==> src/rtl/fpctl_pkg.sv <==
// Package: shared index codes, view selector type and field masks.
// Assumes a 32-bit status word. The masks follow the alias field layout.
package fpctl_pkg;
    localparam int WORD_W = 32;
    localparam int IDX_W  = 5;

    localparam logic [IDX_W-1:0] IDX_IMPL = 5'd0;
    localparam logic [IDX_W-1:0] IDX_A25  = 5'd25;
    localparam logic [IDX_W-1:0] IDX_A26  = 5'd26;
    localparam logic [IDX_W-1:0] IDX_A28  = 5'd28;
    localparam logic [IDX_W-1:0] IDX_FULL = 5'd31;

    // status-word bits each alias covers
    localparam logic [WORD_W-1:0] MASK_A25 = 32'hFE80_0000;
    localparam logic [WORD_W-1:0] MASK_A26 = 32'h0003_F07C;
    localparam logic [WORD_W-1:0] MASK_A28 = 32'h0100_0F83;

    typedef enum logic [2:0] {
        VIEW_IMPL = 3'd0,
        VIEW_A25  = 3'd1,
        VIEW_A26  = 3'd2,
        VIEW_A28  = 3'd3,
        VIEW_FULL = 3'd4,
        VIEW_NONE = 3'd5
    } view_e;
endpackage

==> src/rtl/fpctl_index_decode.sv <==
// Index decoder: turns the index into a view selector and flags invalid
// accesses (unmapped index, or a write to the read-only identifier).
// Assumes the index is stable for the whole cycle. Purely combinational.
module fpctl_index_decode
    import fpctl_pkg::*;
(
    input  logic [IDX_W-1:0] idx,
    input  logic             wr,
    output view_e            view,
    output logic             bad
);
    // map index to view
    always_comb begin
        unique case (idx)
            IDX_IMPL: view = VIEW_IMPL;
            IDX_A25:  view = VIEW_A25;
            IDX_A26:  view = VIEW_A26;
            IDX_A28:  view = VIEW_A28;
            IDX_FULL: view = VIEW_FULL;
            default:  view = VIEW_NONE;
        endcase
    end

    // invalid: nothing mapped, or a write to the identifier
    always_comb begin
        bad = (view == VIEW_NONE) || (wr && view == VIEW_IMPL);
    end

    // a write to index 0 is always flagged
    always_comb begin
        if (wr && idx == IDX_IMPL)
            p_impl_write_flag_r9: assert (bad);
    end
endmodule

==> src/rtl/fpctl_view_read.sv <==
// Read mux: packs status fields into the selected view.
// Assumes view comes from fpctl_index_decode. Unmapped views read zero.
module fpctl_view_read
    import fpctl_pkg::*;
#(
    parameter logic [WORD_W-1:0] IMPL_ID = 32'h0003_0B20
) (
    input  logic [WORD_W-1:0] status,
    input  view_e             view,
    output logic [WORD_W-1:0] rdata
);
    // assemble the read value for each view
    always_comb begin
        rdata = '0;
        unique case (view)
            VIEW_IMPL: rdata = IMPL_ID;
            VIEW_A25: begin
                rdata[7:1] = status[31:25];
                rdata[0]   = status[23];
            end
            VIEW_A26:  rdata = status & MASK_A26;
            VIEW_A28: begin
                rdata[11:7] = status[11:7];
                rdata[2]    = status[24];
                rdata[1:0]  = status[1:0];
            end
            VIEW_FULL: rdata = status;
            default:   rdata = '0;
        endcase
    end

    // the compact views never drive the upper bits
    always_comb begin
        if (view == VIEW_A25)
            p_a25_upper_zero_r3: assert (rdata[31:8] == '0);
        if (view == VIEW_A28)
            p_a28_upper_zero_r5: assert (rdata[31:12] == '0 && rdata[6:3] == '0);
        if (view == VIEW_NONE)
            p_none_reads_zero_r8: assert (rdata == '0);
    end
endmodule

==> src/rtl/fpctl_view_write.sv <==
// Write unpacker: spreads the data of an alias write onto status positions
// and builds the per-bit update mask. Bits outside the mask keep their value.
// Assumes view comes from fpctl_index_decode. Purely combinational.
module fpctl_view_write
    import fpctl_pkg::*;
(
    input  logic [WORD_W-1:0] cur,
    input  logic [WORD_W-1:0] wdata,
    input  view_e             view,
    output logic [WORD_W-1:0] nxt
);
    logic [WORD_W-1:0] val;
    logic [WORD_W-1:0] msk;

    // place write data at status positions and pick the covered bits
    always_comb begin
        val = '0;
        msk = '0;
        unique case (view)
            VIEW_A25: begin
                val[31:25] = wdata[7:1];
                val[23]    = wdata[0];
                msk        = MASK_A25;
            end
            VIEW_A26: begin
                val = wdata;
                msk = MASK_A26;
            end
            VIEW_A28: begin
                val[11:7] = wdata[11:7];
                val[24]   = wdata[2];
                val[1:0]  = wdata[1:0];
                msk       = MASK_A28;
            end
            VIEW_FULL: begin
                val = wdata;
                msk = '1;
            end
            default: begin
                val = '0;
                msk = '0;
            end
        endcase
    end

    // per-bit merge of new and kept values
    for (genvar b = 0; b < WORD_W; b++) begin : g_merge
        assign nxt[b] = msk[b] ? val[b] : cur[b];
    end
endmodule

==> src/rtl/fpctl_alias_regs.sv <==
// Top: holds the status word and connects the decoder and both view paths.
// Assumes single-cycle accesses. Read data is combinational, and a write
// commits on the next rising edge unless the access is flagged invalid.
module fpctl_alias_regs
    import fpctl_pkg::*;
#(
    parameter logic [31:0] IMPL_ID = 32'h0003_0B20
) (
    input  logic        clk,
    input  logic        rst_n,
    input  logic [4:0]  cr_idx,
    input  logic [31:0] cr_wdata,
    input  logic        cr_wr,
    output logic [31:0] cr_rdata,
    output logic        cr_bad
);
    view_e             view;
    logic [WORD_W-1:0] status_q;
    logic [WORD_W-1:0] status_nxt;

    fpctl_index_decode u_dec (
        .idx  (cr_idx),
        .wr   (cr_wr),
        .view (view),
        .bad  (cr_bad)
    );

    fpctl_view_read #(.IMPL_ID(IMPL_ID)) u_rd (
        .status (status_q),
        .view   (view),
        .rdata  (cr_rdata)
    );

    fpctl_view_write u_wr (
        .cur   (status_q),
        .wdata (cr_wdata),
        .view  (view),
        .nxt   (status_nxt)
    );

    // status register: synchronous clear, valid writes only
    always_ff @(posedge clk) begin
        if (!rst_n)
            status_q <= '0;
        else if (cr_wr && !cr_bad)
            status_q <= status_nxt;
    end

    // reset clears the word
    p_reset_clear_r10: assert property (@(posedge clk)
        !rst_n |=> status_q == '0);

    // a full write loads the data unchanged
    p_full_write_r2: assert property (@(posedge clk) disable iff (!rst_n)
        (cr_wr && cr_idx == IDX_FULL) |=> status_q == $past(cr_wdata));

    // flagged accesses leave the state alone
    p_bad_no_change_r8: assert property (@(posedge clk) disable iff (!rst_n)
        (cr_wr && cr_bad) |=> $stable(status_q));

    // bits outside the alias-25 fields are kept
    p_a25_keep_r6: assert property (@(posedge clk) disable iff (!rst_n)
        (cr_wr && cr_idx == IDX_A25) |=>
        (status_q & ~MASK_A25) == ($past(status_q) & ~MASK_A25));

    // bits outside the alias-26 fields are kept
    p_a26_keep_r7: assert property (@(posedge clk) disable iff (!rst_n)
        (cr_wr && cr_idx == IDX_A26) |=>
        (status_q & ~MASK_A26) == ($past(status_q) & ~MASK_A26));

    // bits outside the alias-28 fields are kept
    p_a28_keep_r7: assert property (@(posedge clk) disable iff (!rst_n)
        (cr_wr && cr_idx == IDX_A28) |=>
        (status_q & ~MASK_A28) == ($past(status_q) & ~MASK_A28));
endmodule

==> config.mk <==
export PLATFORM = sky130hd
export DESIGN_NAME = fpctl_alias_regs
export DESIGN_NICKNAME = d
export VERILOG_FILES = /design/src/rtl/fpctl_pkg.sv /design/src/rtl/fpctl_index_decode.sv /design/src/rtl/fpctl_view_read.sv /design/src/rtl/fpctl_view_write.sv /design/src/rtl/fpctl_alias_regs.sv
export SDC_FILE = /design/constraint.sdc
export NUM_CORES = 1
export LEC_CHECK = 0
export ABC_CLOCK_PERIOD_IN_PS = 3500
export BUFFER_PORTS_ARGS = -buffer_cell sky130_fd_sc_hd__buf_4
export CAP_MARGIN = 0
export CORE_ASPECT_RATIO = 1.1
export CORE_MARGIN = 2
export CORE_UTILIZATION = 40
export DETAILED_ROUTE_END_ITERATION = 10
export PLACE_DENSITY = 0.68
export SLEW_MARGIN = 20
export SYNTH_ARGS = -nofsm -noshare
export SYNTH_HDL_FRONTEND = slang
export SYNTH_SLANG_ARGS = --single-unit
==> constraint.sdc <==
create_clock -name clk -period 3.5 [get_ports clk]
set_input_delay 0.35 -clock clk [delete_from_list [all_inputs] [get_ports clk]]
set_output_delay 0.35 -clock clk [all_outputs]
set_load 0.01 [all_outputs]
==> results of run 1 <==
-- synth_stat cells --
cell type,count,share of area [%]
a311oi_1,8,3.9
buf_4,1,0.42
buf_2,10,2.8
xor2_1,1,0.49
a21o_1,6,2.5
xnor2_1,1,0.49
a22o_1,6,2.9
buf_6,1,0.63
nand2_1,2,0.42
and4_1,3,1.5
nor4b_1,1,0.49
or3b_1,1,0.49
nand3_1,27,7.6
xnor2_2,2,1.8
nor2_2,1,0.35
o21ai_0,23,6.5
and2_1,16,5.6
nand4_1,15,5.3
clkbuf_1,14,2.9
nor3_1,1,0.28
a221o_1,2,1.1
inv_1,1,0.21
a21oi_1,31,8.7
nor2b_1,2,0.70
and3_1,8,2.8
o311a_1,1,0.56
or4_1,1,0.42
and2_0,1,0.35
o41ai_1,1,0.49
nor2_1,2,0.42
dfxtp_1,32,36
xor2_2,1,0.91
-- power by group --
part           switching, mW  internal (mW)
registers            0.00345          0.370
logic                 0.0701         0.0502
clock network          0.136          0.160
-- final cells by class --
cell class | instances | area (um2)
repair buffers | 74 | 556
clock buffers | 8 | 90.1
well taps | 54 | 67.6
multi-input cells | 164 | 1020
fillers | 416 | 1910
flip-flops and latches | 32 | 641
inverters | 1 | 3.75
-- layer usage --
layer  track usage (%)  share of wire [%]  routed length [um]  up-vias
li1                  -                  -                   -      941
met1              30.4                 47                2480      904
met2              34.7                 45                2380       85
met3              5.45                7.8                 416        6
met4              4.76               0.90                  48        0
met5                 0                  0                   0        -
-- cell families (layout without fill, tap and decap cells) --
logic type	after synthesis	in the layout	synth area share [%]
flops	32	32	35.9
xor+xnor	5	5	3.72
simple gates	81	81	26.6
buf+inv	27	83	7.01
compound gates	78	78	26.7
-- stage by stage --
stage / setup slack [ns] / util (%) / std cells
finish: 1.25 / 55.4 / 333
global route: 1.13 / 55.4 / 333
CTS: 1.26 / 55.4 / 333
detailed placement: 1.28 / 53.3 / 325
global placement: 1.31 / 53.3 / 325
floorplan: 1.55 / - / 223
-- worst paths after layout --
check,to,slack (ns),depth (start not counted)
max,cr_rdata[5],1.25,5
min,status_q[24],0.32,2
max reg2reg,status_q[28],2.73,2
min reg2reg,status_q[18],0.47,2
==> results.yml, run 1 <==
critical_path:
  endpoint_kind: "output pin"
  cp-start-kind: "input pin"
  crit_chain: "buf_4 > nor2b_1 > and3_1 > a221o_1 > buf_4"
  crit_type: "input pin to output pin"
  critPathMaxFanout: 15
  critPathLaunch: "cr_idx[0]"
  cp_common_cell: "buf_4"
  critical_path_arrival_ns: 1.90
  cp_top_family: "simple AND/OR/NAND/NOR gates"
  crit_slowest_cell: "nor2b_1"
  r2r_start: "status_q[28]"
  crit_required_ns: 3.15
  cp_num_buf_inv: 2
  critPathMaxStageDelay_ns: 0.50
synthesis:
  syn_area_um2: 1780
  avgSynthCellArea_um2: 8.00
  synth_fp_nets: 263
  ys_seq_area_share_pct: 35.9
  ys_seq_elements: 32
  yosys_warnings: 0
  synthCells: 223
  yosysUniqueCellTypes: 32
clock_tree:
  postCtsHoldBufs: 0
  clock_latency_ns: 0.28
  cts_tree: "yes"
  cts.clk_slew.worst_paths_ns: 0.06
  cts-root-buf: "clkbuf_8"
  cts_resized: 0
  post_cts_buffers: 0
  numCtsBuffers: 5
  cts_buffer_depth: 2
  htreeDepth: 2
  clkSinkCount: 32
cells_and_area:
  largest-register: "status_q"
  mostFrequentLayoutCell: "buf_4"
  top_regs: "status_q (32)"
  final_area_um2: 2380
  syn2layout_area_growth_pct: 33.2
  antennaDiodeCount: 0
  nets: 318
  drive_above_1_share_pct: 30.1
  layout_common_cells: "buf_4 (74), dfxtp_1 (32), a21oi_1 (31), nand3_1 (27), o21ai_0 (23)"
  largest_reg_flops: 32
global_routing:
  grt_usage_pct: 22.0
  grt_pass1_vias: 1783
  grt_max_degree: 32
  grt_overflow_total: 0
  antenna_found_initial: 0
  grt_pass1_wl_um: 8500
routing:
  avgRoutedWirePerCell_um: 16.0
  drt-pass1-iter-count: 5
  drt-vias-per-instance: 5.81
  routed_wl_um: 5320
  ant_nets: 0
  first_iter_violations: 170
  num_vias: 1936
  route.detailed.drc: 0
sta:
  period_needed_ns: 2.25
  max_freq_mhz: 445
  skew_ns: 0
  max_slew_margin_pct: 32.7
  hold_violations: 0
  rsz0062_at_grt: "false"
  final-setup-viol-count: 0
  drv_slew: 0
  setup_tns_ns: 0
  holdWs_ns: 0.320
  period_share_pct: 64.3
  tightest_slew_ns: 1.01
die:
  coreArea_um2: 4290
  die_w_um: 67.7
  fp-row-count: 25
  chipHeight_um: 74.0
  ios: 73
  die-area_um2: 5010
  initial_core_util_pct: 41.6
power_and_ir_drop:
  p_total_mw: 0.790
  power_density_nw_per_um2: 333
  vdd_ir_drop_max_v: 0.000207
  power_leakage_nw: 0.989
placed_design:
  post_dp_cell_area_um2: 2290
  port_buffers: 72
  routabilityCongestion: 0.769
  post-dp-hpwl_um: 3670
worst_hold_path:
  hp-class: "input pin to flop"
  min_from: "rst_n"
run:
  maxCapViolCount: 0
outcome:
  status: "finished, final reports clean"
Note: power is estimated with default switching activity, not from simulation.
==> run 2, diff against run 1 <==
--- a/config.mk
+++ b/config.mk
@@ -5,14 +5,15 @@
 export SDC_FILE = /design/constraint.sdc
 export NUM_CORES = 1
 export LEC_CHECK = 0
-export ABC_CLOCK_PERIOD_IN_PS = 3500
+export ABC_AREA = 1
+export ABC_CLOCK_PERIOD_IN_PS = 2100
 export BUFFER_PORTS_ARGS = -buffer_cell sky130_fd_sc_hd__buf_4
 export CAP_MARGIN = 0
 export CORE_ASPECT_RATIO = 1.1
 export CORE_MARGIN = 2
 export CORE_UTILIZATION = 40
 export DETAILED_ROUTE_END_ITERATION = 10
-export PLACE_DENSITY = 0.68
+export PLACE_DENSITY = 0.69
 export SLEW_MARGIN = 20
 export SYNTH_ARGS = -nofsm -noshare
 export SYNTH_HDL_FRONTEND = slang
==> constraint.sdc (replaced) <==
create_clock -name clk -period 2.1 [get_ports clk]
set_input_delay 0.21 -clock clk [delete_from_list [all_inputs] [get_ports clk]]
set_output_delay 0.21 -clock clk [all_outputs]
set_load 0.01 [all_outputs]
==> results.yml, run 2 <==
synthesis:
  yosys_warnings: 0
  async_flop_share_pct: 0
  ys_seq_elements: 32
  syn_area_um2: 1750
  ys_seq_area_share_pct: 36.5
  yosysMostFrequentCell: "nand2_1"
  yosysTopAreaCell: "dfxtp_1"
  yosys_most_used_dff: "dfxtp_1"
  synth_fp_nets: 307
  synth_area_leaders: "dfxtp_1 (37%), nand2_1 (14%), nor2_1 (13%)"
  yosysUniqueCellTypes: 27
  synthTopCellsByCount: "nand2_1 (65), nor2_1 (62), inv_1 (36)"
  avgSynthCellArea_um2: 6.57
  synthCells: 267
  synth_top_cell_area_share_pct: 36.5
  synth_edf_count: 0
global_routing:
  antenna_found_initial: 0
  grt_pass1_wl_um: 7360
  grt_usage_pct: 19.3
  grt_pass1_vias: 1633
  grt_max_degree: 33
  grt_overflow_total: 0
cells_and_area:
  regArea_um2: 641
  drive_above_1_share_pct: 29.3
  final_area_um2: 2390
  fin_cells: 392
  antennaDiodeCount: 0
  multiInputGateArea_um2: 885
  largest_reg_flops: 32
  layout_common_cells: "buf_4 (74), nand2_1 (65), nor2_1 (62), inv_1 (36), dfxtp_1 (32)"
  syn2layout_area_growth_pct: 36.5
  nets: 377
  fillers: 451
  top_regs: "status_q (32)"
  mostFrequentLayoutCell: "buf_4"
  largest-register: "status_q"
clock_tree:
  cts-root-buf: "clkbuf_8"
  cts.clk_slew.worst_paths_ns: 0.07
  htreeDepth: 2
  post_cts_buffers: 0
  numCtsBuffers: 5
  clkSinkCount: 32
  postCtsHoldBufs: 0
  cts_resized: 0
  cts_buffer_depth: 2
  cts_tree: "yes"
  clock_latency_ns: 0.27
placed_design:
  post_dp_cell_area_um2: 2300
  routabilityCongestion: 0.790
  pre_cts_slack_ns: 0.333
  placedCellCount: 384
  port_buffers: 72
  post-dp-hpwl_um: 3100
sta:
  max_slew_margin_pct: 75.6
  holdWs_ns: 0.147
  skew_ns: 0
  setup_tns_ns: 0
  fin_ws_ns: 0.345
  drv_slew: 0
  max_freq_mhz: 570
  rsz0062_at_grt: "false"
  tightest_slew_ns: 0.365
  final-setup-viol-count: 0
  hold_violations: 0
  period_needed_ns: 1.76
  period_share_pct: 83.6
run:
  maxCapViolCount: 0
routing:
  routed_wl_um: 4330
  num_vias: 1768
  first_iter_violations: 71
  drt-vias-per-instance: 4.51
  ant_nets: 0
  drt-pass1-iter-count: 4
  route.detailed.drc: 0
  avgRoutedWirePerCell_um: 11.1
critical_path:
  rrSetupSlack_ns: 1.44
  cp-start-kind: "input pin"
  crit_required_ns: 1.89
  r2r_cells: 4
  critPathMaxFanout: 17
  r2r_start: "status_q[29]"
  critical_path_arrival_ns: 1.55
  endpoint_kind: "output pin"
  critPathLaunch: "cr_idx[4]"
  crit_type: "input pin to output pin"
power_and_ir_drop:
  power_density_nw_per_um2: 518
  vdd_ir_drop_max_v: 0.000376
  power_leakage_nw: 1.24
die:
  ios: 73
  fp-row-count: 25
  die_w_um: 67.1
  die-area_um2: 4930
  chipHeight_um: 73.4
  initial_core_util_pct: 41.2
  coreArea_um2: 4250
worst_hold_path:
  min_from: "cr_wdata[13]"
  whs_path_depth: 3
  hp-class: "input pin to flop"
outcome:
  status: "finished, final reports clean"
## run 2: stage by stage
stage	util [%]	power [mW]
detailed placement	54.0	0.766
global placement	54.0	0.764
finish	56.2	1.24
CTS	56.2	1.25
floorplan	-	0.686
global route	56.2	1.30
## run 2: cells by family after synthesis
group	Yosys count	share of synthesized area, %
and+or+nand+nor	143	37.0
buffers and inverters	51	13.0
AOI/OAI and AO/OA	40	12.9
DFF	32	36.5
muxes	1	0.571
## run 2: power breakdown
part           internal [mW]  switching, mW
registers              0.613        0.00152
logic                 0.0682         0.0694
clock network          0.266          0.222
## run 2: cell type report
| class | instances | area share (%) |
|---|---|---|
| clock buffers | 7 | 3.61 |
| well taps | 54 | 2.82 |
| repair buffers | 74 | 23.2 |
| flip-flops and latches | 32 | 26.8 |
| multi-input cells | 184 | 37.0 |
| inverters | 40 | 6.28 |
| clock inverters | 1 | 0.314 |
## run 2: per-layer routing
metal | vias to the layer above | routed length (um) | GRT usage (%)
met5 | - | 0 | 0
met4 | 0 | 35 | 4.31
met3 | 4 | 404 | 6.74
met2 | 59 | 1990 | 32.3
met1 | 752 | 1900 | 23.6
li1 | 953 | - | -
## run 2: critical path: stages
cell and delay [ns]:
buf_4 0.10, nand2_2 0.06, nor2_4 0.15, nand2_4 0.17, nand2_2 0.12, clkinv_1 0.26
o221ai_1 0.31, buf_4 0.18
## run 2: worst paths after layout
path                       end
setup / recovery   cr_rdata[5]
hold / removal    status_q[13]
setup reg to reg  status_q[29]
hold reg to reg   status_q[11]
==> run 3, diff against run 2 <==
--- a/config.mk
+++ b/config.mk
@@ -5,15 +5,15 @@
 export SDC_FILE = /design/constraint.sdc
 export NUM_CORES = 1
 export LEC_CHECK = 0
-export ABC_AREA = 1
-export ABC_CLOCK_PERIOD_IN_PS = 2100
+export ABC_AREA = 0
+export ABC_CLOCK_PERIOD_IN_PS = 1600
 export BUFFER_PORTS_ARGS = -buffer_cell sky130_fd_sc_hd__buf_4
 export CAP_MARGIN = 0
 export CORE_ASPECT_RATIO = 1.1
 export CORE_MARGIN = 2
 export CORE_UTILIZATION = 40
 export DETAILED_ROUTE_END_ITERATION = 10
-export PLACE_DENSITY = 0.69
+export PLACE_DENSITY = 0.71
 export SLEW_MARGIN = 20
 export SYNTH_ARGS = -nofsm -noshare
 export SYNTH_HDL_FRONTEND = slang
==> constraint.sdc (replaced) <==
create_clock -name clk -period 1.6 [get_ports clk]
set_input_delay 0.16 -clock clk [delete_from_list [all_inputs] [get_ports clk]]
set_output_delay 0.16 -clock clk [all_outputs]
set_load 0.01 [all_outputs]
==> results.yml, run 3 (synthesized netlist as in run 1, its figures left out) <==
outcome:
  status: "finished, final reports clean"
cells_and_area:
  syn2layout_area_growth_pct: 45.7
  antennaDiodeCount: 0
  drive_above_1_share_pct: 37.5
  largest_reg_flops: 32
  mostFrequentLayoutCell: "buf_4"
  layout_common_cells: "buf_4 (99), dfxtp_1 (32), a21oi_1 (31), nand3_1 (27), o21ai_0 (23)"
  final_area_um2: 2600
  top_regs: "status_q (32)"
  multiInputGateArea_um2: 1040
  nets: 343
  regArea_um2: 641
  fillers: 407
  largest-register: "status_q"
clock_tree:
  cts-root-buf: "clkbuf_8"
  htreeDepth: 2
  cts_buffer_depth: 2
  cts_tree: "yes"
  clkSinkCount: 32
  cts.clk_slew.worst_paths_ns: 0.07
  numCtsBuffers: 5
  post_cts_buffers: 0
  clock_latency_ns: 0.28
routing:
  num_vias: 1973
  route.detailed.drc: 0
  drt-pass1-iter-count: 4
  avgRoutedWirePerCell_um: 15.1
  first_iter_violations: 91
  routed_wl_um: 5400
  drt-vias-per-instance: 5.51
  ant_nets: 0
critical_path:
  crit_required_ns: 1.44
  critical_path_arrival_ns: 1.39
  critPathLaunch: "cr_idx[0]"
  rr_endpoint: "status_q[26]"
  r2r_start: "status_q[26]"
  r2r_cells: 2
  crit_type: "input pin to output pin"
  cp-start-kind: "input pin"
  rrSetupSlack_ns: 0.82
  endpoint: "cr_bad"
  endpoint_kind: "output pin"
  critPathMaxFanout: 2
global_routing:
  grt_pass1_wl_um: 8600
  grtUsageMet3_pct: 5.60
  use_met1_pct: 28.9
  grt_use_met2_pct: 38.6
  grt_usage_pct: 22.6
  grt_pass1_vias: 1836
  grt_busiest_layer: "met2"
  antenna_found_initial: 0
  grt_max_degree: 32
  grt_overflow_total: 0
power_and_ir_drop:
  p_sw_mw: 0.476
  vdd_ir_drop_max_v: 0.000660
  power_leakage_nw: 1.12
  seq_power_share_pct: 43.0
  combinationalPowerShare_pct: 16.5
  power_density_nw_per_um2: 730
  clkPwrFrac_pct: 40.5
  swShare_pct: 25.1
  p_int_mw: 1.42
placed_design:
  post-dp-hpwl_um: 3840
  pre_cts_slack_ns: -0.0140
  post_dp_cell_area_um2: 2470
  routabilityCongestion: 0.757
  port_buffers: 72
die:
  die-area_um2: 5010
  fp-row-count: 25
  ios: 73
  chipHeight_um: 74.0
  coreArea_um2: 4290
  die_w_um: 67.7
  initial_core_util_pct: 41.6
sta:
  hold_violations: 0
  setup_tns_ns: 0
  max_freq_mhz: 643
  period_needed_ns: 1.55
  max_slew_margin_pct: 52.0
  drv_slew: 0
  fin_ws_ns: 0.0455
  period_share_pct: 97.2
  skew_ns: 0
  tightest_slew_ns: 0.718
  final-setup-viol-count: 0
  rsz0062_at_grt: "false"
run:
  maxCapViolCount: 0
worst_hold_path:
  hp-class: "input pin to flop"
run 3: cell types whose count changed in the layout (fill, tap and decap cells not counted), moves of 16 or more:
cell	change
buf_4	+25
and2_1	+16
inv_1	-35
nand3_1	+25
nand2_1	-63
a21oi_1	+19
nor2_1	-61
run 3: worst max-delay path, stage by stage:
cell and delay (ns):
buf_4 0.11, or4_4 0.53, or3b_1 0.37, o41ai_2 0.06
buf_4 0.16
run 3: layout make-up:
cell class                      instances  area share [%]
Clock buffer                            6            2.79
Clock inverter                          2            1.35
Inverter                                1           0.144
Multi-Input combinational cell        164            39.9
Sequential cell                        32            24.6
Tap cell                               54            2.60
Timing Repair Buffer                   99            28.6
run 3: worst min-delay path by stage:
stage	from	end	slack, ns	depth (start not counted)
finish	cr_wdata[12]	status_q[12]	0.13	3
global route	cr_wdata[16]	status_q[16]	0.13	3
floorplan	rst_n	status_q[24]	0.29	1
global placement	rst_n	status_q[24]	0.42	2
CTS	cr_wdata[12]	status_q[12]	0.12	3
detailed placement	rst_n	status_q[24]	0.43	2
run 3: per-layer routing:
layer / share of wire [%] / vias to the layer above
met5: 0 / -
met1: 43 / 908
met2: 50 / 65
met4: 0.52 / 0
li1: - / 996
met3: 6.8 / 4
run 3: power by group through the flow:
stage                     clock, mW  combinational, mW  sequential [mW]
after floorplan                   0              0.142            0.832
after global placement            0              0.304            0.834
after detailed placement          0              0.308            0.835
after global routing          0.813              0.339            0.818
after CTS                     0.785              0.311            0.817
final                         0.768              0.312            0.817
run 3: repair_timing:
action,in CTS,in global routing
endpoints found under the setup margin,15,2
resized for setup,2,3
endpoints found under the hold margin,0,0
pin swaps,0,2
hold buffers,0,0
run 3: stage by stage:
| step | util, % | hold WS [ns] | std cells | power [mW] |
|---|---|---|---|---|
| 5_1_grt | 60.7 | 0.130 | 358 | 1.97 |
| 6_report | 60.7 | 0.130 | 358 | 1.90 |
| 4_1_cts | 60.4 | 0.122 | 358 | 1.91 |
| 3_5_place_dp | 57.7 | 0.426 | 350 | 1.14 |
| 3_3_place_gp | 57.7 | 0.422 | 350 | 1.14 |
| 2_1_floorplan | - | 0.291 | 223 | 0.974 |
